--- src/rtl/ws_pkg.sv ---
package ws_pkg;

   typedef enum logic [1:0] {
      SUB_FULL    = 2'd0,
      SUB_HALF    = 2'd1,
      SUB_QUARTER = 2'd2,
      SUB_QTR_ALT = 2'd3
   } sub_mode_e;

   // Distance to the next kept offset. Pairs are kept whole, so an even
   // offset always steps by one; an odd offset jumps over the skipped pairs.
   function automatic logic [3:0] pair_stride(sub_mode_e mode, logic odd);
      logic [3:0] s;
      if (!odd) begin
         s = 4'd1;
      end else begin
         case (mode)
            SUB_FULL: s = 4'd1;
            SUB_HALF: s = 4'd3;
            default:  s = 4'd7;
         endcase
      end
      return s;
   endfunction

endpackage

--- src/rtl/ws_clip.sv ---
module ws_clip #(
   parameter int N = 644,
   localparam int SW = $clog2(N),
   localparam int LW = $clog2(N + 1)
) (
   input  logic [SW-1:0] start_i,
   input  logic [LW-1:0] len_i,
   output logic [SW-1:0] start_o,
   output logic [LW-1:0] len_o
);

   localparam logic [LW:0]   EXT  = (LW+1)'(N);
   localparam logic [SW-1:0] LAST = SW'(N - 1);

   logic [LW:0] room;
   logic [LW:0] len_w;

   always_comb begin
      start_o = ((LW+1)'(start_i) >= EXT) ? LAST : start_i;
      room    = EXT - (LW+1)'(start_o);
      len_w   = (len_i == '0) ? (LW+1)'(1) : (LW+1)'(len_i);
      len_o   = LW'((len_w > room) ? room : len_w);
   end

endmodule

--- src/rtl/ws_axis.sv ---
module ws_axis
   import ws_pkg::*;
#(
   parameter int N = 644,
   localparam int SW = $clog2(N),
   localparam int LW = $clog2(N + 1)
) (
   input  logic          clk,
   input  logic          rst_n,
   input  logic          load,
   input  logic          adv,
   input  logic [SW-1:0] cfg_start,
   input  logic [LW-1:0] cfg_len,
   input  logic [1:0]    cfg_mode,
   input  logic          cfg_rev,
   output logic [SW-1:0] coord,
   output logic          last,
   output logic          first
);

   generate
      if (N < 8) begin : g_axis_too_small
         $error("ws_axis: extent N must be at least 8");
      end
   endgenerate

   logic [SW-1:0] s_new;
   logic [LW-1:0] l_new;

   ws_clip #(.N(N)) u_clip (
      .start_i (cfg_start),
      .len_i   (cfg_len),
      .start_o (s_new),
      .len_o   (l_new)
   );

   // Shadow copy of the region, held for a whole frame
   logic [SW-1:0] s_q;
   logic [LW-1:0] l_q;
   logic [LW-1:0] off_q;
   sub_mode_e     mode_q;
   logic          rev_q;

   logic [LW:0] nxt;
   logic [LW:0] pos;

   always_comb begin
      nxt   = {1'b0, off_q} + (LW+1)'(pair_stride(mode_q, off_q[0]));
      last  = (nxt >= {1'b0, l_q});
      first = (off_q == '0);
      pos   = rev_q ? ({1'b0, l_q} - (LW+1)'(1) - {1'b0, off_q})
                    : {1'b0, off_q};
      coord = SW'((LW+1)'(s_q) + pos);
   end

   always_ff @(posedge clk) begin
      if (!rst_n) begin
         s_q    <= '0;
         l_q    <= LW'(1);
         off_q  <= '0;
         mode_q <= SUB_FULL;
         rev_q  <= 1'b0;
      end else if (load) begin
         s_q    <= s_new;
         l_q    <= l_new;
         off_q  <= '0;
         mode_q <= sub_mode_e'(cfg_mode);
         rev_q  <= cfg_rev;
      end else if (adv) begin
         off_q  <= last ? '0 : LW'(nxt);
      end
   end

   // the scan offset never leaves the clipped region
   assert_offset_in_window_R2: assert property (@(posedge clk) disable iff (!rst_n)
      off_q < l_q);

   // every coordinate lies inside the array
   assert_coord_in_array_R2: assert property (@(posedge clk) disable iff (!rst_n)
      (LW+1)'(coord) < (LW+1)'(N));

   // an even offset is always followed by its odd partner
   assert_pair_kept_R3: assert property (@(posedge clk) disable iff (!rst_n)
      (adv && !load && !last && !off_q[0]) |=> (off_q == $past(off_q) + LW'(1)));

endmodule

--- src/rtl/ws_window_scan.sv ---
module ws_window_scan #(
   parameter int COLS = 644,
   parameter int ROWS = 484,
   localparam int XW  = $clog2(COLS),
   localparam int XLW = $clog2(COLS + 1),
   localparam int YW  = $clog2(ROWS),
   localparam int YLW = $clog2(ROWS + 1)
) (
   input  logic           clk,
   input  logic           rst_n,
   input  logic [XW-1:0]  cfg_x0,
   input  logic [XLW-1:0] cfg_width,
   input  logic [YW-1:0]  cfg_y0,
   input  logic [YLW-1:0] cfg_height,
   input  logic [1:0]     cfg_sub,
   input  logic           cfg_mirror,
   input  logic           cfg_top_first,
   output logic           pix_valid,
   output logic           line_start,
   output logic           frame_start,
   output logic [XW-1:0]  pix_col,
   output logic [YW-1:0]  pix_row
);

   generate
      if (COLS < 8 || ROWS < 8) begin : g_array_too_small
         $error("ws_window_scan: array must be at least 8 x 8");
      end
   endgenerate

   logic active;
   logic load;
   logic c_last, c_first;
   logic r_last, r_first;

   // A frame boundary reloads both axes; it wins over advancing
   always_comb begin
      load = !active || (c_last && r_last);
   end

   always_ff @(posedge clk) begin
      if (!rst_n) active <= 1'b0;
      else        active <= 1'b1;
   end

   ws_axis #(.N(COLS)) u_col (
      .clk       (clk),
      .rst_n     (rst_n),
      .load      (load),
      .adv       (active),
      .cfg_start (cfg_x0),
      .cfg_len   (cfg_width),
      .cfg_mode  (cfg_sub),
      .cfg_rev   (cfg_mirror),
      .coord     (pix_col),
      .last      (c_last),
      .first     (c_first)
   );

   ws_axis #(.N(ROWS)) u_row (
      .clk       (clk),
      .rst_n     (rst_n),
      .load      (load),
      .adv       (active && c_last),
      .cfg_start (cfg_y0),
      .cfg_len   (cfg_height),
      .cfg_mode  (cfg_sub),
      .cfg_rev   (!cfg_top_first),
      .coord     (pix_row),
      .last      (r_last),
      .first     (r_first)
   );

   always_comb begin
      pix_valid   = active;
      line_start  = active && c_first;
      frame_start = active && c_first && r_first;
   end

   // frame start always coincides with a line start
   assert_frame_is_line_R6: assert property (@(posedge clk) disable iff (!rst_n)
      frame_start |-> line_start);

   // the row does not change inside a line
   assert_row_held_R6: assert property (@(posedge clk) disable iff (!rst_n)
      (pix_valid && !line_start) |-> (pix_row == $past(pix_row)));

   // the last pixel of a frame is followed at once by a new frame
   assert_frame_wraps_R6: assert property (@(posedge clk) disable iff (!rst_n)
      (pix_valid && c_last && r_last) |=> frame_start);

   // the pixel stream never pauses once running
   assert_stream_steady_R6: assert property (@(posedge clk) disable iff (!rst_n)
      pix_valid |=> pix_valid);

endmodule

--- config.mk ---
export PLATFORM = sky130hd
export DESIGN_NAME = ws_window_scan
export DESIGN_NICKNAME = d
export VERILOG_FILES = /design/src/rtl/ws_pkg.sv /design/src/rtl/ws_clip.sv /design/src/rtl/ws_axis.sv /design/src/rtl/ws_window_scan.sv
export SDC_FILE = /design/constraint.sdc
export NUM_CORES = 1
export LEC_CHECK = 0
export BUFFER_PORTS_ARGS = -buffer_cell sky130_fd_sc_hd__buf_2
export CORE_MARGIN = 2
export CORE_UTILIZATION = 25
export CTS_BUF_LIST = sky130_fd_sc_hd__clkbuf_4
export DETAILED_ROUTE_END_ITERATION = 8
export GPL_TIMING_DRIVEN = 0
export PLACE_DENSITY = 0.52
export SYNTH_ARGS = -nofsm -noshare
export SYNTH_HDL_FRONTEND = slang
export SYNTH_SLANG_ARGS = --single-unit
--- constraint.sdc ---
create_clock -name clk -period 6.1 [get_ports clk]
set_clock_uncertainty 0.1 [all_clocks]
set_input_delay 0.305 -clock clk [delete_from_list [all_inputs] [get_ports clk]]
set_output_delay 0.305 -clock clk [all_outputs]
set_load 0.01 [all_outputs]
==> results of run 1 <==
## cell families (layout without fill, tap and decap cells)
group	count (synthesis)	after routing	share of synthesized area, %
compound gates	192	192	22.4
xor+xnor	51	51	7.77
fa+ha+maj	84	84	19.1
buf+inv	92	175	6.94
flops	62	62	21.6
mux	7	7	1.28
other cells	0	1	0
simple gates	256	256	20.9
## path summary, 6_finish.rpt
path,end
max,pix_col[9]
min,u_col.rev_q
min reg2reg,u_col.mode_q[0]
max reg2reg,u_row.off_q[4]
## state kept, by name, indices dropped and copies added, names as in the netlist, 2 cells and up
signal,count
u_col.l_q,10
u_col.mode_q,2
u_col.off_q,10
u_col.s_q,10
u_row.l_q,9
u_row.off_q,9
u_row.s_q,9
## worst max-delay path, cell delays in order, from the launching register on
cell and delay (ns):
dfxtp_1 0.42, inv_1 0.11, ha_1 0.37, and3_1 0.20, a2111o_1 0.44, a21oi_1 0.23, nor2b_1 0.07, nor2_1 0.12
xor2_1 0.15, mux2i_1 0.09, ha_1 0.34, o21ai_0 0.29, nor2_1 0.07, o31ai_1 0.22, o211ai_1 0.14, xor2_1 0.18
buf_2 0.16
## power by group
part | switching [mW] | internal (mW) | leakage [nW]
combinational | 0.278 | 0.210 | 2.26
clock | 0.159 | 0.0858 | 0.0521
sequential | 0.0254 | 0.431 | 0.509
## synth_stat cells, types with 3 or more instances
cell type,count,area (µm²)
a211oi_1,9,67.6
nor2b_1,15,93.8
nand2b_1,7,43.8
nand3_1,23,115
and2_1,8,50.1
a311oi_1,3,26.3
nor2_1,72,270
buf_4,3,22.5
a31oi_1,5,31.3
mux2_2,3,33.8
a21oi_1,60,300
fa_1,6,120
a22oi_1,5,37.5
a21o_1,16,120
dfxtp_1,62,1240
nor3_1,11,55.1
a211oi_2,11,138
o211ai_1,7,52.6
xnor2_1,37,324
o21a_1,6,45.0
ha_1,78,976
and3_1,7,43.8
mux2i_1,4,40.0
nor4_1,9,56.3
buf_6,5,56.3
nand4_1,7,43.8
inv_1,53,199
buf_2,4,20.0
clkbuf_1,27,101
nand3b_1,4,30.0
o21ai_0,46,230
xor2_1,14,123
nand2_1,81,304
## metrics by stage
| stage | instances | power [mW] | area (µm²) | hold WS, ns |
|---|---|---|---|---|
| final | 1113 | 1.19 | 6570 | 0.0395 |
| after detailed placement | 1094 | 0.954 | 6430 | 0.360 |
| after global placement | 1094 | 0.954 | 6430 | 0.355 |
| after floorplan | 744 | 0.810 | 5750 | 0.233 |
| after global routing | 1113 | 1.29 | 6570 | 0.0151 |
| after CTS | 1112 | 1.21 | 6570 | 0.0144 |
## cell type report
type                    count  area [µm²]  area share (%)
diodes                      1        2.50          0.0381
plain buffers              39         200            3.05
clock buffers              10        75.1            1.14
clock inverters             6        38.8           0.591
inverters                  53         199            3.03
multi-input cells         590        4110            62.6
flip-flops and latches     62        1240            18.9
well taps                 285         357            5.43
repair buffers             67         345            5.26
## timing repair
action	in CTS	in global routing
hold buffers	2	0
hold endpoints to repair	2	0
endpoints found under the setup margin	0	0
## metal layers
metal	part of all wire (%)	vias to the layer above	GRT usage, %
met5	0	-	0
met4	1.2	0	3.45
met3	2.5	12	1.39
met2	45	60	21.4
met1	51	2361	18.9
li1	-	2770	-
==> impl_metrics.tcl, run 1 <==
set metrics [dict create \
    status "finished, final reports clean" \
    path_class "flip-flop to primary output" \
    reg2reg_from "u_col.mode_q[1]" \
    initial_core_util_pct 25.4 \
    ioPinCount 66 \
    setup_ws_ns 1.68 \
    cts.sinks 62 \
    p_leak_nw 2.82 \
    grt_pass1_vias 5012 \
    ys_ff_latch 62 \
    finish.utilization_pct 29.0 \
    tightestPinTransition_ns 0.688 \
    ant_nets 0 \
    critPathMaxFanout 5 \
    grt_pass1_wl_mm 25.8 \
    crit_path_start "u_col.off_q[4]" \
    layout_commonest_cell "nand2_1" \
    worstHoldPathCells 3 \
    fin_crit_sh_pct 72.5 \
    reg2regPathDepth 15 \
    dpl.hpwl_mm 13.1 \
    cts_made_buffers 9 \
    antenna_found_initial 1 \
    r2r_slack_ns 2.16 \
    fillCellCount 2464 \
    syn_inst 744 \
    synth_enable_flop_cells 0 \
    min_from "cfg_mirror" \
    vias 5203 \
    gp_congestion 0.851 \
    dr.pass1.iters 4 \
    die_area_um2 24200 \
    min_period_ns 4.42 \
    ys_types 62 \
    rows 55 \
    cts_post_setup_buffers_inserted 0 \
    die_w_um 156 \
    ys_warn_count 0 \
    numPortBuffers 65 \
    drt_iter0_drc 191 \
    drc 0 \
    slew-limit-headroom_pct 54.1 \
    cts_resized 0 \
    groute.usage.overall_pct 13.3 \
    fmax_mhz 226 \
    rsz0062_at_grt "no" \
    end_kind "primary output" \
    wire_per_inst_um 13.9 \
    insertion_delay_ns 0.41 \
    overflow 0 \
    cts_tree "yes" \
    drv_cap 0 \
    ir_drop_uv 74.0 \
    grt_max_degree 12 \
    fin_nets 950 \
    synth_ff_type "dfxtp_1" \
    synthArstFlopShare_pct 0 \
    core_um2 22600 \
    finalMaxSlewViolations 0 \
    syn_nets 872 \
    synth_area_um2 5750 \
    hold_viol_final 0 \
    startpoint_type "flip-flop" \
    synth.avg_cell_area_um2 7.73 \
    dp_worst_setup_slack_ns 1.87 \
    crit_arrival_ns 4.02 \
    min_path_type "input pin to flip-flop" \
    yosysSeqAreaShare_pct 21.6 \
    setup_violations 0 \
    power.density_nw_per_um2 181 \
    root_buffer "clkbuf_4" \
    cts-htree-levels 3 \
    viasPerCell 4.67 \
    required_ns 5.69 \
    drive_gt1_share_pct 14.4 \
    clock_path_buffers 2 \
    die_y_um 156 \
    fin_setup_tns_ns 0 \
    mostFrequentLayoutCells "81 x nand2_1, 78 x ha_1, 72 x nor2_1" \
    syn_to_final_growth_pct 14.2 \
    wl_mm 15.5 \
    clk_pin_slew_worst_paths_ns 0.11 \
]
No activity file was read; power rests on OpenSTA's default activity.
==> run 2, diff against run 1 <==
--- a/config.mk
+++ b/config.mk
@@ -11,7 +11,7 @@
 export CTS_BUF_LIST = sky130_fd_sc_hd__clkbuf_4
 export DETAILED_ROUTE_END_ITERATION = 8
 export GPL_TIMING_DRIVEN = 0
-export PLACE_DENSITY = 0.52
+export PLACE_DENSITY = 0.53
 export SYNTH_ARGS = -nofsm -noshare
 export SYNTH_HDL_FRONTEND = slang
 export SYNTH_SLANG_ARGS = --single-unit
==> constraint.sdc (replaced) <==
create_clock -name clk -period 3.9 [get_ports clk]
set_clock_uncertainty 0.1 [all_clocks]
set_input_delay 0.195 -clock clk [delete_from_list [all_inputs] [get_ports clk]]
set_output_delay 0.195 -clock clk [all_outputs]
set_load 0.01 [all_outputs]
==> impl_metrics.tcl, run 2 (same netlist as run 1, synthesis figures left out) <==
set metrics [dict create \
    status "finished, final reports clean" \
    cts_made_buffers 9 \
    min_period_ns 3.89 \
    clk_pin_slew_worst_paths_ns 0.12 \
    fmax_mhz 257 \
    startpoint_type "flip-flop" \
    overflow 0 \
    core_um2 22600 \
    die_area_um2 24200 \
    drc 0 \
    crit_arrival_ns 3.60 \
    grt_max_degree 12 \
    root_buffer "clkbuf_4" \
    critPathMaxFanout 5 \
    mostFrequentLayoutCells "81 x nand2_1, 71 x ha_1, 68 x buf_2" \
    path_class "flip-flop to primary output" \
    grt_pass1_vias 5212 \
    die_y_um 156 \
    ant_nets 0 \
    viasPerCell 4.69 \
    slowest_stage "a2111o_1" \
    antenna_found_initial 1 \
    setup_ws_ns 0.00864 \
    dp_worst_setup_slack_ns -0.169 \
    tightestPinTransition_ns 0.637 \
    cts-htree-levels 3 \
    initial_core_util_pct 25.4 \
    setup_violations 0 \
    cts.sinks 62 \
    dpl.hpwl_mm 13.0 \
    crit_chain "inv_4 > ha_4 > and3_1 > a2111o_1 > a21oi_2 > nor2b_1 > nor2_1 > xor2_1 > mux2i_1 > ha_1 > o21ai_2 > buf_4 > a2111o_1 > o211ai_1 > xor2_1 > buf_2" \
    drt_iter0_drc 201 \
    ir_drop_uv 179 \
    die_w_um 156 \
    syn_to_final_growth_pct 26.4 \
    crit_buf_inv 3 \
    dr.pass1.iters 4 \
    layout_commonest_cell "nand2_1" \
    end_kind "primary output" \
    numPortBuffers 65 \
    power.density_nw_per_um2 282 \
    max_stage_delay_ns 0.43 \
    ioPinCount 66 \
    wire_per_inst_um 14.1 \
    vias 5454 \
    top_regs "u_col.l_q: 10 flops, u_col.off_q: 10 flops, u_col.s_q: 10 flops" \
    clock_path_buffers 2 \
    min_path_type "input pin to flip-flop" \
    wl_mm 16.3 \
    gp_congestion 0.859 \
    slew-limit-headroom_pct 57.5 \
    p_leak_nw 3.13 \
    drive_gt1_share_pct 23.5 \
    p_total_mw 2.05 \
    grt_pass1_wl_mm 26.3 \
    required_ns 3.61 \
    drv_cap 0 \
    rsz0062_at_grt "yes" \
    fin_nets 999 \
    hold_viol_final 0 \
    path_delay_family "compound AO/OA/AOI/OAI gates" \
    cts_tree "yes" \
    rows 55 \
    groute.usage.overall_pct 13.5 \
    finalMaxSlewViolations 0 \
    insertion_delay_ns 0.42 \
    fin_crit_sh_pct 99.8 \
]
[run 2: cell count changes in the layout (fill, tap and decap cells not counted), sizes merged]
cell / delta
buf: +29
dlygate4sd3: +20
clkinv: +1
o21ai: +1
clkbuf: -1
bufinv: +1
diode: +1
clkinvlp: -2
[run 2: cell type report]
| cell class | instances | area [µm²] |
|---|---|---|
| diodes | 2 | 5.00 |
| plain buffers | 37 | 198 |
| clock buffers | 10 | 75.1 |
| clock inverters | 6 | 62.6 |
| fillers | 2442 | 15400 |
| inverters | 53 | 209 |
| multi-input cells | 591 | 4310 |
| flip-flops and latches | 62 | 1280 |
| well taps | 285 | 357 |
| repair buffers | 117 | 771 |
[run 2: what timing repair did]
action / CTS / global route
hold buffers: 22 / 0
gates cloned: 0 / 1
endpoints found under the hold margin: 24 / 0
pin swaps: 3 / 31
resized for setup: 17 / 71
setup buffers: 2 / 28
endpoints found under the setup margin: 3 / 66
[run 2: power breakdown]
part	internal [mW]	switching, mW	total, mW
combinational	0.407	0.465	0.872
sequential	0.672	0.0467	0.719
clock	0.200	0.255	0.456
total	1.28	0.767	2.05
[run 2: per-layer routing]
layer  wire length (µm)  global-route usage, %
met2               7650                   22.7
met3                590                   1.86
met5                  0                      0
met4                137                   2.49
met1               7960                   18.5
[run 2: through the flow]
step | hold slack, ns | cells | setup TNS (ns) | util (%) | area [µm²]
after floorplan | 0.123 | 744 | 0 | - | 5750
after global placement | 0.333 | 1094 | -1.75 | 28.4 | 6430
after detailed placement | 0.331 | 1094 | -1.34 | 28.4 | 6430
after CTS | 0.0179 | 1134 | -0.0298 | 30.3 | 6870
after global routing | 0.0342 | 1163 | -0.286 | 32.1 | 7270
final | 0.0284 | 1163 | 0 | 32.1 | 7270
[run 2: worst paths after layout]
path	from	end	slack, ns	depth (start not counted)
max	u_col.off_q[4]	pix_col[9]	0.009	16
min	cfg_x0[1]	u_col.s_q[1]	0.03	3
max reg2reg	u_row.off_q[0]	u_row.off_q[4]	0.23	16
min reg2reg	u_col.off_q[0]	u_col.off_q[0]	0.36	1
[run 2: tightest hold or removal path: cells and delay by family]
family	cells	cell delay [ns]
buf+inv	1	0.11
compound gates	1	0.16
simple gates	1	0.06
==> run 3, diff against run 2 <==
--- a/config.mk
+++ b/config.mk
@@ -5,13 +5,16 @@
 export SDC_FILE = /design/constraint.sdc
 export NUM_CORES = 1
 export LEC_CHECK = 0
+export ABC_CLOCK_PERIOD_IN_PS = 3900
 export BUFFER_PORTS_ARGS = -buffer_cell sky130_fd_sc_hd__buf_2
+export CELL_PAD_IN_SITES_DETAIL_PLACEMENT = 1
+export CELL_PAD_IN_SITES_GLOBAL_PLACEMENT = 2
 export CORE_MARGIN = 2
 export CORE_UTILIZATION = 25
 export CTS_BUF_LIST = sky130_fd_sc_hd__clkbuf_4
 export DETAILED_ROUTE_END_ITERATION = 8
 export GPL_TIMING_DRIVEN = 0
-export PLACE_DENSITY = 0.53
+export PLACE_DENSITY = 0.75
 export SYNTH_ARGS = -nofsm -noshare
 export SYNTH_HDL_FRONTEND = slang
 export SYNTH_SLANG_ARGS = --single-unit
==> impl_metrics.tcl, run 3 (same netlist as run 1, synthesis figures left out) <==
set metrics [dict create \
    numPortBuffers 65 \
    cts.sinks 62 \
    finalMaxSlewViolations 0 \
    min_period_ns 3.87 \
    required_ns 3.61 \
    startpoint_type "flip-flop" \
    drive_gt1_share_pct 22.4 \
    critPathMaxFanout 3 \
    max_stage_delay_ns 0.45 \
    tightestPinTransition_ns 0.761 \
    dr.pass1.iters 6 \
    fin_nets 994 \
    root_buffer "clkbuf_4" \
    wl_mm 17.8 \
    rsz0062_at_grt "yes" \
    die_y_um 156 \
    setup_ws_ns 0.0320 \
    end_kind "primary output" \
    dr_wl_met2_mm 8.26 \
    die_w_um 156 \
    path_class "flip-flop to primary output" \
    core_um2 22600 \
    wl_met1_mm 8.91 \
    ant_nets 0 \
    clk_pin_slew_worst_paths_ns 0.13 \
    overflow 0 \
    regArea_um2 1280 \
    gp_congestion 0.812 \
    top_layer "met4" \
    crit_chain "inv_4 > ha_4 > a21o_1 > a2111o_1 > a21oi_2 > nor2b_1 > nor2_1 > xor2_1 > mux2i_1 > ha_1 > o21ai_2 > nor2_1 > o31ai_1 > o211ai_1 > xor2_1 > buf_2" \
    cts_tree "yes" \
    slowest_stage "a2111o_1" \
    final_area_um2 7260 \
    ioPinCount 66 \
    insertion_delay_ns 0.43 \
    layout_commonest_cell "nand2_1" \
    fin_hold_ws_ns 0.0325 \
    viasPerCell 4.81 \
    dp_worst_setup_slack_ns -0.302 \
    mostFrequentLayoutCells "81 x nand2_1, 72 x ha_1, 68 x nor2_1" \
    initial_core_util_pct 25.4 \
    antenna_found_initial 1 \
    vias 5563 \
    fin_crit_sh_pct 99.2 \
    grt_pass1_wl_mm 29.1 \
    grt_pass1_vias 5734 \
    die_area_um2 24200 \
    crit_arrival_ns 3.57 \
    setup_violations 0 \
    p_total_mw 2.21 \
    rows 55 \
    dr_wl_met3_um 296 \
    fmax_mhz 259 \
    cts_made_buffers 9 \
    dp_cells 1094 \
    drt_iter0_drc 160 \
    hold_viol_final 0 \
    dpl_cell_area_um2 6430 \
    wire_per_inst_um 15.4 \
    power.density_nw_per_um2 304 \
    stdcell_count 1157 \
    drc 0 \
    syn_to_final_growth_pct 26.3 \
    ir_drop_uv 157 \
    top_regs "u_col.l_q: 10 flops, u_col.off_q: 10 flops, u_col.s_q: 10 flops" \
    grt_max_degree 13 \
    clock_path_buffers 2 \
    cts-htree-levels 3 \
    status "finished, final reports clean" \
    dpl.hpwl_mm 14.5 \
    slew-limit-headroom_pct 48.8 \
    drv_cap 0 \
    p_leak_nw 3.13 \
    groute.usage.overall_pct 15.0 \
    fillCellCount 2755 \
    multi_input_area_um2 4270 \
    min_path_type "input pin to flip-flop" \
]
run 3: path summary, 6_finish.rpt:
check,from,endpoint,slack [ns],cells past startpoint
worst max-delay path,u_col.off_q[1],pix_col[9],0.03,16
worst min-delay path,cfg_x0[7],u_col.s_q[7],0.03,3
worst max register to register,u_col.off_q[0],u_row.off_q[4],0.22,15
worst min register to register,u_col.s_q[8],u_col.s_q[8],0.37,2
run 3: cell type report:
class,instances,share of cell area (%)
Antenna cell,1,0.0345
Buffer,37,2.81
Clock buffer,9,0.931
Clock inverter,7,1.65
Inverter,53,2.81
Multi-Input combinational cell,590,58.9
Sequential cell,62,17.6
Tap cell,285,4.91
Timing Repair Buffer,113,10.4
run 3: routing by layer:
metal | vias up | GRT usage, %
met1 | 2626 | 20.7
met4 | 0 | 4.89
met3 | 22 | 1.36
met2 | 56 | 24.8
met5 | - | 0
li1 | 2859 | -
run 3: per-stage QoR:
step | setup TNS, ns | util [%]
finish | 0 | 32.1
floorplan | 0 | -
global placement | -2.98 | 28.4
global route | -0.538 | 32.1
detailed placement | -3.78 | 28.4
CTS | -0.106 | 30.7
run 3: power by group:
part / leakage, nW / internal (mW) / total [mW] / switching (mW)
registers: 0.517 / 0.673 / 0.721 / 0.0484
clock network: 0.0986 / 0.328 / 0.610 / 0.282
logic: 2.52 / 0.406 / 0.876 / 0.470
total: 3.13 / 1.41 / 2.21 / 0.800
run 3: worst max-delay path: cells and delay by family (launching register included):
family,cells,cell delay (ns)
flip-flops,1,0.38
adder cells (fa/ha/maj),2,0.49
multiplexers,1,0.09
XOR/XNOR,2,0.31
buffers and inverters,2,0.21
AND/OR/NAND/NOR,3,0.25
AO/OA/AOI/OAI,6,1.39
run 3: what timing repair did:
item	in CTS	in global routing
endpoints found under the hold margin	24	0
cloned	0	0
gates resized for setup	27	47
setup endpoints to repair	28	62
pin swaps	7	25
hold buffers	22	0
setup buffers	5	21
